<file path="src/rtl/dchan_regfile.sv">
module dchan_regfile #(
  parameter int          AW        = 9,
  parameter int          SWD_W     = 6,
  parameter int          SCTL_W    = 12,
  parameter logic [15:0] SIEN_MASK = 16'h3EED,
  parameter logic [15:0] CFG_ID    = 16'h6515,
  parameter logic [31:0] LINK_UP   = 32'h0000_0113,
  parameter int          INT_BIT   = 2
) (
  input  logic          clk,
  input  logic          rst_n,
  input  logic [AW-1:0] bus_addr,
  input  logic          bus_rd,
  input  logic          bus_wr,
  input  logic [3:0]    bus_be,
  input  logic [31:0]   bus_wdata,
  output logic [31:0]   bus_rdata,
  input  logic [15:0]   dma_cmd_i,
  input  logic [15:0]   dma_sts_i,
  input  logic [63:0]   dma_prd_i,
  input  logic [1:0]    drive_present_i,
  input  logic [1:0]    irq_lvl_i,
  output logic [1:0]    dma_cmd_we_o,
  output logic [1:0]    dma_sts_we_o,
  output logic [1:0]    dma_prd_we_o,
  output logic [1:0]    chan_rst_o,
  output logic          irq_o
);

  localparam logic [AW-1:0] A_SUM0 = AW'(16);
  localparam logic [AW-1:0] A_SUM1 = AW'(24);

  logic [31:0]       wmask;
  logic [1:0][31:0]  ch_rd;
  logic [1:0]        cint;
  logic [31:0]       top_rd;

  assign wmask = {{8{bus_be[3]}}, {8{bus_be[2]}}, {8{bus_be[1]}}, {8{bus_be[0]}}};

  for (genvar c = 0; c < 2; c++) begin : g_ch
    localparam logic [AW-1:0] A_CMD  = AW'(8*c);
    localparam logic [AW-1:0] A_CMDA = AW'(16 + 8*c);
    localparam logic [AW-1:0] A_SWD  = AW'(1 + 8*c);
    localparam logic [AW-1:0] A_SWDA = AW'(17 + 8*c);
    localparam logic [AW-1:0] A_STS  = AW'(2 + 8*c);
    localparam logic [AW-1:0] A_STSA = AW'(18 + 8*c);
    localparam logic [AW-1:0] A_PRD  = AW'(4 + 8*c);
    localparam logic [AW-1:0] A_CFG  = AW'(160 + 64*c);
    localparam logic [AW-1:0] A_SCTL = AW'(256 + 128*c);
    localparam logic [AW-1:0] A_LINK = AW'(260 + 128*c);
    localparam logic [AW-1:0] A_SIEN = AW'(328 + 128*c);

    logic [SWD_W-1:0]  swd_q;
    logic [SCTL_W-1:0] sctl_q;
    logic [15:0]       sien_q;
    logic              int_q, rst_q, cmd_we_q, sts_we_q, prd_we_q;
    logic [31:0]       rd_v;
    logic              lane0_wr;

    assign lane0_wr = bus_wr && bus_be[0];

    always_ff @(posedge clk) begin
      if (!rst_n) begin
        swd_q    <= '0;
        sctl_q   <= '0;
        sien_q   <= '0;
        int_q    <= 1'b0;
        rst_q    <= 1'b0;
        cmd_we_q <= 1'b0;
        sts_we_q <= 1'b0;
        prd_we_q <= 1'b0;
      end else begin
        int_q    <= irq_lvl_i[c];
        rst_q    <= lane0_wr && bus_addr == A_SCTL && bus_wdata[0];
        cmd_we_q <= lane0_wr && (bus_addr == A_CMD || bus_addr == A_CMDA);
        sts_we_q <= lane0_wr && (bus_addr == A_STS || bus_addr == A_STSA);
        prd_we_q <= bus_wr && bus_addr == A_PRD;
        if (lane0_wr && (bus_addr == A_SWD || bus_addr == A_SWDA))
          swd_q <= bus_wdata[SWD_W-1:0];
        if (bus_wr && bus_addr == A_SCTL)
          sctl_q <= (sctl_q & ~wmask[SCTL_W-1:0]) | (bus_wdata[SCTL_W-1:0] & wmask[SCTL_W-1:0]);
        if (bus_wr && bus_addr == A_SIEN)
          sien_q <= (sien_q & ~wmask[31:16]) | (bus_wdata[31:16] & wmask[31:16] & SIEN_MASK);
      end
    end

    always_comb begin
      rd_v = '0;
      if (bus_addr == A_CMD)  rd_v = {24'b0, dma_cmd_i[8*c +: 8]};
      if (bus_addr == A_SWD)  rd_v = 32'(swd_q);
      if (bus_addr == A_STS)  rd_v = {24'b0, dma_sts_i[8*c +: 8]};
      if (bus_addr == A_PRD)  rd_v = dma_prd_i[32*c +: 32];
      if (bus_addr == A_CFG)  rd_v = {CFG_ID, 4'b0, int_q, 11'b0};
      if (bus_addr == A_SCTL) rd_v = 32'(sctl_q);
      if (bus_addr == A_LINK) rd_v = drive_present_i[c] ? LINK_UP : 32'b0;
      if (bus_addr == A_SIEN) rd_v = {sien_q, 16'b0};
    end

    assign ch_rd[c]        = rd_v;
    assign cint[c]         = int_q;
    assign chan_rst_o[c]   = rst_q;
    assign dma_cmd_we_o[c] = cmd_we_q;
    assign dma_sts_we_o[c] = sts_we_q;
    assign dma_prd_we_o[c] = prd_we_q;


    rst_pulse_chk: assert property (@(posedge clk) disable iff (!rst_n)
      rst_q |-> sctl_q[0]);

    sien_mask_chk: assert property (@(posedge clk) disable iff (!rst_n)
      $past(bus_wr && bus_addr == A_SIEN && bus_be[3:2] == 2'b11)
      |-> sien_q == ($past(bus_wdata[31:16]) & SIEN_MASK));

    one_strobe_chk: assert property (@(posedge clk) disable iff (!rst_n)
      $onehot0({cmd_we_q, sts_we_q, prd_we_q, rst_q}));
  end

  always_comb begin
    top_rd = '0;
    if (bus_addr == A_SUM0)
      top_rd = {dma_sts_i[15:8], dma_sts_i[7:0], 1'b0, dma_sts_i[8+INT_BIT], 6'b0,
                dma_cmd_i[7:0] | {1'b0, cint[1], 1'b0, cint[0], 4'b0}};
    if (bus_addr == A_SUM1)
      top_rd = {8'b0, dma_sts_i[15:8], 8'b0, dma_cmd_i[15:8] | {3'b0, cint[1], 4'b0}};
  end

  always_ff @(posedge clk) begin
    if (!rst_n) bus_rdata <= '0;
    else if (bus_rd) bus_rdata <= ch_rd[0] | ch_rd[1] | top_rd;
  end

  assign irq_o = |cint;


  irq_or_chk: assert property (@(posedge clk) disable iff (!rst_n)
    (|irq_lvl_i) |=> irq_o);

  irq_low_chk: assert property (@(posedge clk) disable iff (!rst_n)
    !(|irq_lvl_i) |=> !irq_o);

  zero_byte_chk: assert property (@(posedge clk) disable iff (!rst_n)
    $past(bus_rd && (bus_addr == AW'(3) || bus_addr == AW'(11))) |-> bus_rdata == 32'b0);

  rd_hold_chk: assert property (@(posedge clk) disable iff (!rst_n)
    !$past(bus_rd) |-> $stable(bus_rdata));

endmodule

</file>
<file path="config.mk">
export PLATFORM = sky130hd
export DESIGN_NAME = dchan_regfile
export DESIGN_NICKNAME = d
export VERILOG_FILES = /design/src/rtl/dchan_regfile.sv
export SDC_FILE = /design/constraint.sdc
export NUM_CORES = 1
export LEC_CHECK = 0
export BUFFER_PORTS_ARGS = -buffer_cell sky130_fd_sc_hd__buf_2
export CAP_MARGIN = 20
export CORE_UTILIZATION = 30
export CTS_CLUSTER_DIAMETER = 50
export DETAILED_ROUTE_END_ITERATION = 10
export GPL_ROUTABILITY_DRIVEN = 0
export PLACE_DENSITY = 0.62
export SLEW_MARGIN = 20
export SYNTH_ARGS = -nofsm -noshare
export SYNTH_HDL_FRONTEND = slang
export SYNTH_SLANG_ARGS = --single-unit
</file>
<file path="constraint.sdc">
create_clock -name clk -period 3.3 [get_ports clk]
set_input_delay 0.33 -clock clk [delete_from_list [all_inputs] [get_ports clk]]
set_output_delay 0.33 -clock clk [all_outputs]
set_load 0.01 [all_outputs]
</file>
Word-level counts from Yosys, hierarchy flattened
Index checks and enable logic that the tools add are counted.
{ "totals": {"reg_bits": 110, "inputBits": 149, "out_inout_bits": 41, "elab_cells": 99} }
{ "classes": {"eq_ne": 21, "n_mux": 20, "n_bitwise": 16, "n_reduce_logical": 25} }
{ "ops": {"columns": ["op", "count"], "rows": [
  ["$mux W32", 16],
  ["$or A32 B32 Y32", 2],
  ["$eq A9 B5 Y1 const B", 6],
  ["$eq A9 B9 Y1 const B", 6],
  ["$and A12 B12 Y12", 3],
  ["$eq A9 B4 Y1 const B", 4],
  ["$and A16 B16 Y16", 2],
  ["$or A16 B14 Y16", 2],
  ["$or A12 B12 Y12", 2],
  ["$eq A9 B8 Y1 const B", 2],
  ["$mux W9", 2],
  ["$logic_and A1 B1 Y1", 17],
  ["$mux W8", 2],
  ["$not A16 Y16", 1],
  ["$and A14 B14 Y14", 1],
  ["$not A12 Y12", 1],
  ["$eq A9 B1 Y1 const B", 1],
  ["$eq A9 B2 Y1 const B", 1],
  ["$eq A9 B3 Y1 const B", 1],
  ["$logic_not A9 Y1", 1],
  ["$or A8 B5 Y8", 1],
  ["$or A8 B7 Y8", 1],
  ["$logic_or A1 B1 Y1", 6],
  ["$reduce_or A2 Y1", 1]
]} }

Logic depth before layout (Yosys ltp)
{ "logic_depth": {"ltp_word": 11, "mapped_depth": 8, "ltp_nobuf": 5} }

Worst setup path before layout
OpenSTA, ideal clock, no wires.
{ "synth_path": {"kind": "input port to flip-flop", "startpoint": "input bus_addr[0]", "endpoint": "register with a tool-made name", "t_arrival_ps": 1811, "t_required_ps": 3172, "setup_slack_ps": 1361, "path_stages": 7, "n_path_buf": 2, "cell_sequence": "buf_6 > or4_1 > buf_2 > nor3_4 > nand3_4 > mux2i_1 > nor2_1"} }
{ "synth_rtl": {"columns": ["item", "line", "rtl"], "rows": [
  ["start, declared", "12", "input logic [AW-1:0] bus_addr,"]
]} }

Worst setup path in the final report
{ "layout_path": {"startpoint": "input bus_addr[7]", "endpoint": "register bus_rdata[11]"} }
{ "layout_via": {"elab_chain_cells": 9} }
{ "layout_lines": {"columns": ["item", "line", "rtl"], "rows": [
  ["$eq A9 B2 Y1 or $eq A9 B4 Y1 (tied branches)", "91", "if (bus_addr == A_STS) rd_v = {24'b0, dma_sts_i[8*c +: 8]};"],
  ["$mux W32", "91", null],
  ["$mux W32", "92", "if (bus_addr == A_PRD) rd_v = dma_prd_i[32*c +: 32];"],
  ["$mux W32", "93", "if (bus_addr == A_CFG) rd_v = {CFG_ID, 4'b0, int_q, 11'b0};"],
  ["$mux W32", "94", "if (bus_addr == A_SCTL) rd_v = 32'(sctl_q);"],
  ["$mux W32", "95", "if (bus_addr == A_LINK) rd_v = drive_present_i[c] ? LINK_UP : 32'b0;"],
  ["$mux W32", "96", "if (bus_addr == A_SIEN) rd_v = {sien_q, 16'b0};"],
  ["$or A32 B32 Y32", "129", "else if (bus_rd) bus_rdata <= ch_rd[0] | ch_rd[1] | top_rd;"],
  ["$or A32 B32 Y32 *", "129", null],
  ["end signal, assigned", "129", null],
  ["end, declared", "17", "output logic [31:0] bus_rdata,"]
]} }
Every way passes the cells marked *; elsewhere a longest branch is shown, timed or not.
A chain may end at the register's enable or synchronous reset.

==> run_results.csv <==
group,metric,value,unit
clock_network,clock-root-buffer,"clkbuf_16",
sta,finalHoldViolations,0,
worst_setup_path,worstSetupPathType,"in -> reg",
synth,synth_seq_cells,110,
floorplanning,rows,49,
route,firstDrtPassIters,6,
finish,fill_cells,1882,
floorplanning,dieArea,0.0189,sq mm
grt,first_global_vias,5169,
worst_setup_path,critPathRequiredTime,3.59,ns
worst_setup_path,critPathBufInv,1,
sta,fmax,436,MHz
sta,fin_setup_tns,0,ns
synth,synth_area,0.00551,sq mm
sta,rsz0062_at_grt,"false",
route,vias_per_cell,5.50,
sta,clock-skew-final,0.0104,ns
clock_network,cts_tree,"built",
clock_network,clock_tree.buffer_depth,2,
job,maxCapViolations,0,
clock_network,postCtsHoldBufs,0,
synth,synth_edf_count,0,
placement,hpwl,16.0,mm
synth,ys.flop_type,"dfxtp_1",
grt,grt_max_degree,46,
worst_setup_path,cp_top_family,"simple AND/OR/NAND/NOR gates",
sta,worst_slew_pin_slew,0.784,ns
route,num_vias,5534,
route,ant_nets,0,
floorplanning,die_w,138,um
synth,synth_area_per_cell,8.95,sq um
worst_setup_path,cp_slowest_cell,"and3_1",
worst_setup_path,critPathMaxFanout,21,
clock_network,numCtsBuffers,9,
pwr,vdd.ir_drop.worst,0.000284,V
synth,ys_types,53,
min_path,hp-class,"in -> reg",
clock_network,cts.sinks,110,
route,drtIter0Drc,590,
finish,area_growth,24.2,%
finish,layout_commonest_cell,"buf_2",
synth,synth-async-reset-ratio,0,%
pwr,power_density,400,mW/mm^2
route,drt_wl_total,21.0,mm
worst_setup_path,cp_cell_sequence,"buf_2 > nor4_4 > and3_1 > nand2_1 > a221o_1 > a41oi_1",
finish,drive_above_1_share,30.6,%
worst_setup_path,critical-path-max-stage-delay,0.61,ns
grt,grt_usage,22.3,%
finish,final_core_util,38.1,%
outcome,outcome,"finished clean",
synth,synthCells,616,
synth,synth_warnings,0,
sta,slew_headroom,47.2,%
worst_setup_path,arrival,2.58,ns
clock_network,clk_pin_slew,0.07,ns
grt,antenna_found_initial,4,
placement,io_buffers,180,
sta,period_minus_slack,2.29,ns
floorplanning,ios,190,
sta,setup_violations,0,
clock_network,cts_resized,0,
clock_network,post-cts-setup-buffers,0,
clock_network,clkLatencyLatePin,0.36,ns
route,wl_per_cell,20.9,um
grt,grt_pass1_wl,30.7,mm
finish,layout.nets,919,
floorplanning,core-area,0.0180,sq mm
grt,globalRouteOverflowTotal,0,
clock_network,cts_max_level,3,
floorplanning,initial_core_util,30.7,%
finish,layout_common_cells,"180 x buf_2, 110 x dfxtp_1, 82 x nor2_1",
route,post-route-drc-count,0,
sta,slew_viol_final,0,
synth,seq_area_frac_synth,39.9,%
worst_setup_path,cp-end-kind,"register",
sta,period_share,69.5,%
pwr,leakage,2.96,nW
floorplanning,die_y,138,um
worst_setup_path,critPathLaunchType,"input port",
synth,syn_nets,765,
## worst register-to-register path: cells and delay by family (launching register included)
kind	cells	cell delay [ns]
flip-flops	1	0.36
AO/OA/AOI/OAI	3	0.60
AND/OR/NAND/NOR	1	0.31
## synth_stat cells (all sizes together) (3+ instances only)
cell type  count  area (sq um)
mux2i         77           771
a31oi         12          75.1
a22o           6          52.6
nor3          16           108
nor3b          3          22.5
nand2b         9          56.3
nor2b          7          43.8
inv            7          26.3
o22ai          3          18.8
nand2         19          71.3
a222oi        14           140
a21oi         33           165
mux2           6          67.6
buf           29           173
a22oi         10          75.1
nor2          85           327
nor4b          3          38.8
and3          18           113
dfxtp        110          2200
clkbuf        28           105
nand3          8          67.6
or4            3          26.3
nand4          5          31.3
a211oi         6          45.0
a32o           4          40.0
a221o          3          30.0
a221oi        19           166
nor4           8          65.1
o21ai         45           225
## cell families after synthesis
| kind of cell | count (synthesis) | share of synthesized area [%] |
|---|---|---|
| AND/OR/NAND/NOR | 196 | 19.4 |
| flip-flops | 110 | 39.9 |
| multiplexers | 83 | 15.2 |
| AO/OA/AOI/OAI | 162 | 19.9 |
| buffers and inverters | 65 | 5.58 |
## power breakdown
part	internal (mW)	switching [mW]
sequential	1.35	0.0107
clock	0.515	0.520
combinational	0.138	0.211
total	2.00	0.741
## worst paths after layout
path | slack [ns] | cells after the start | from | end
worst max register to register | 1.92 | 4 | g_ch[1].int_q$_SDFF_PN0_ | bus_rdata[4]$_SDFFE_PN0P_
worst min register to register | 0.48 | 2 | bus_rdata[15]$_SDFFE_PN0P_ | bus_rdata[15]$_SDFFE_PN0P_
worst max-delay path | 1.01 | 6 | bus_addr[7] | bus_rdata[11]$_SDFFE_PN0P_
worst min-delay path | 0.18 | 2 | irq_lvl_i[1] | g_ch[1].int_q$_SDFF_PN0_
## metal layers
layer  GRT usage, %  part of all wire [%]  vias to the layer above
met5              0                  0.10                        -
met4           4.82                   1.1                        4
met3           5.63                   8.6                       18
met2           35.5                    46                      255
met1           30.1                    44                     2645
li1               -                     -                     2612
## through the flow
stage	hold slack (ns)	std cells	setup slack (ns)	area (sq um)	total power, mW
after CTS	0.172	1004	1.06	6840	2.76
after global routing	0.181	1005	0.895	6840	2.84
final	0.182	1007	1.01	6850	2.74
after detailed placement	0.471	988	0.698	6570	1.73
after global placement	0.465	988	0.670	6570	1.73
after floorplan	0.450	616	1.36	5510	1.54
## final cells by class
| type | count | area, sq um | area share [%] |
|---|---|---|---|
| Multi-Input combinational cell | 441 | 3000 | 43.9 |
| Sequential cell | 110 | 2200 | 32.2 |
| Timing Repair Buffer | 200 | 1050 | 15.3 |
| Tap cell | 229 | 287 | 4.18 |
| Clock buffer | 11 | 233 | 3.40 |
| Clock inverter | 5 | 35.0 | 0.512 |
| Inverter | 8 | 30.0 | 0.438 |
| Antenna cell | 3 | 7.51 | 0.110 |
(Power assumes the default switching activity.)
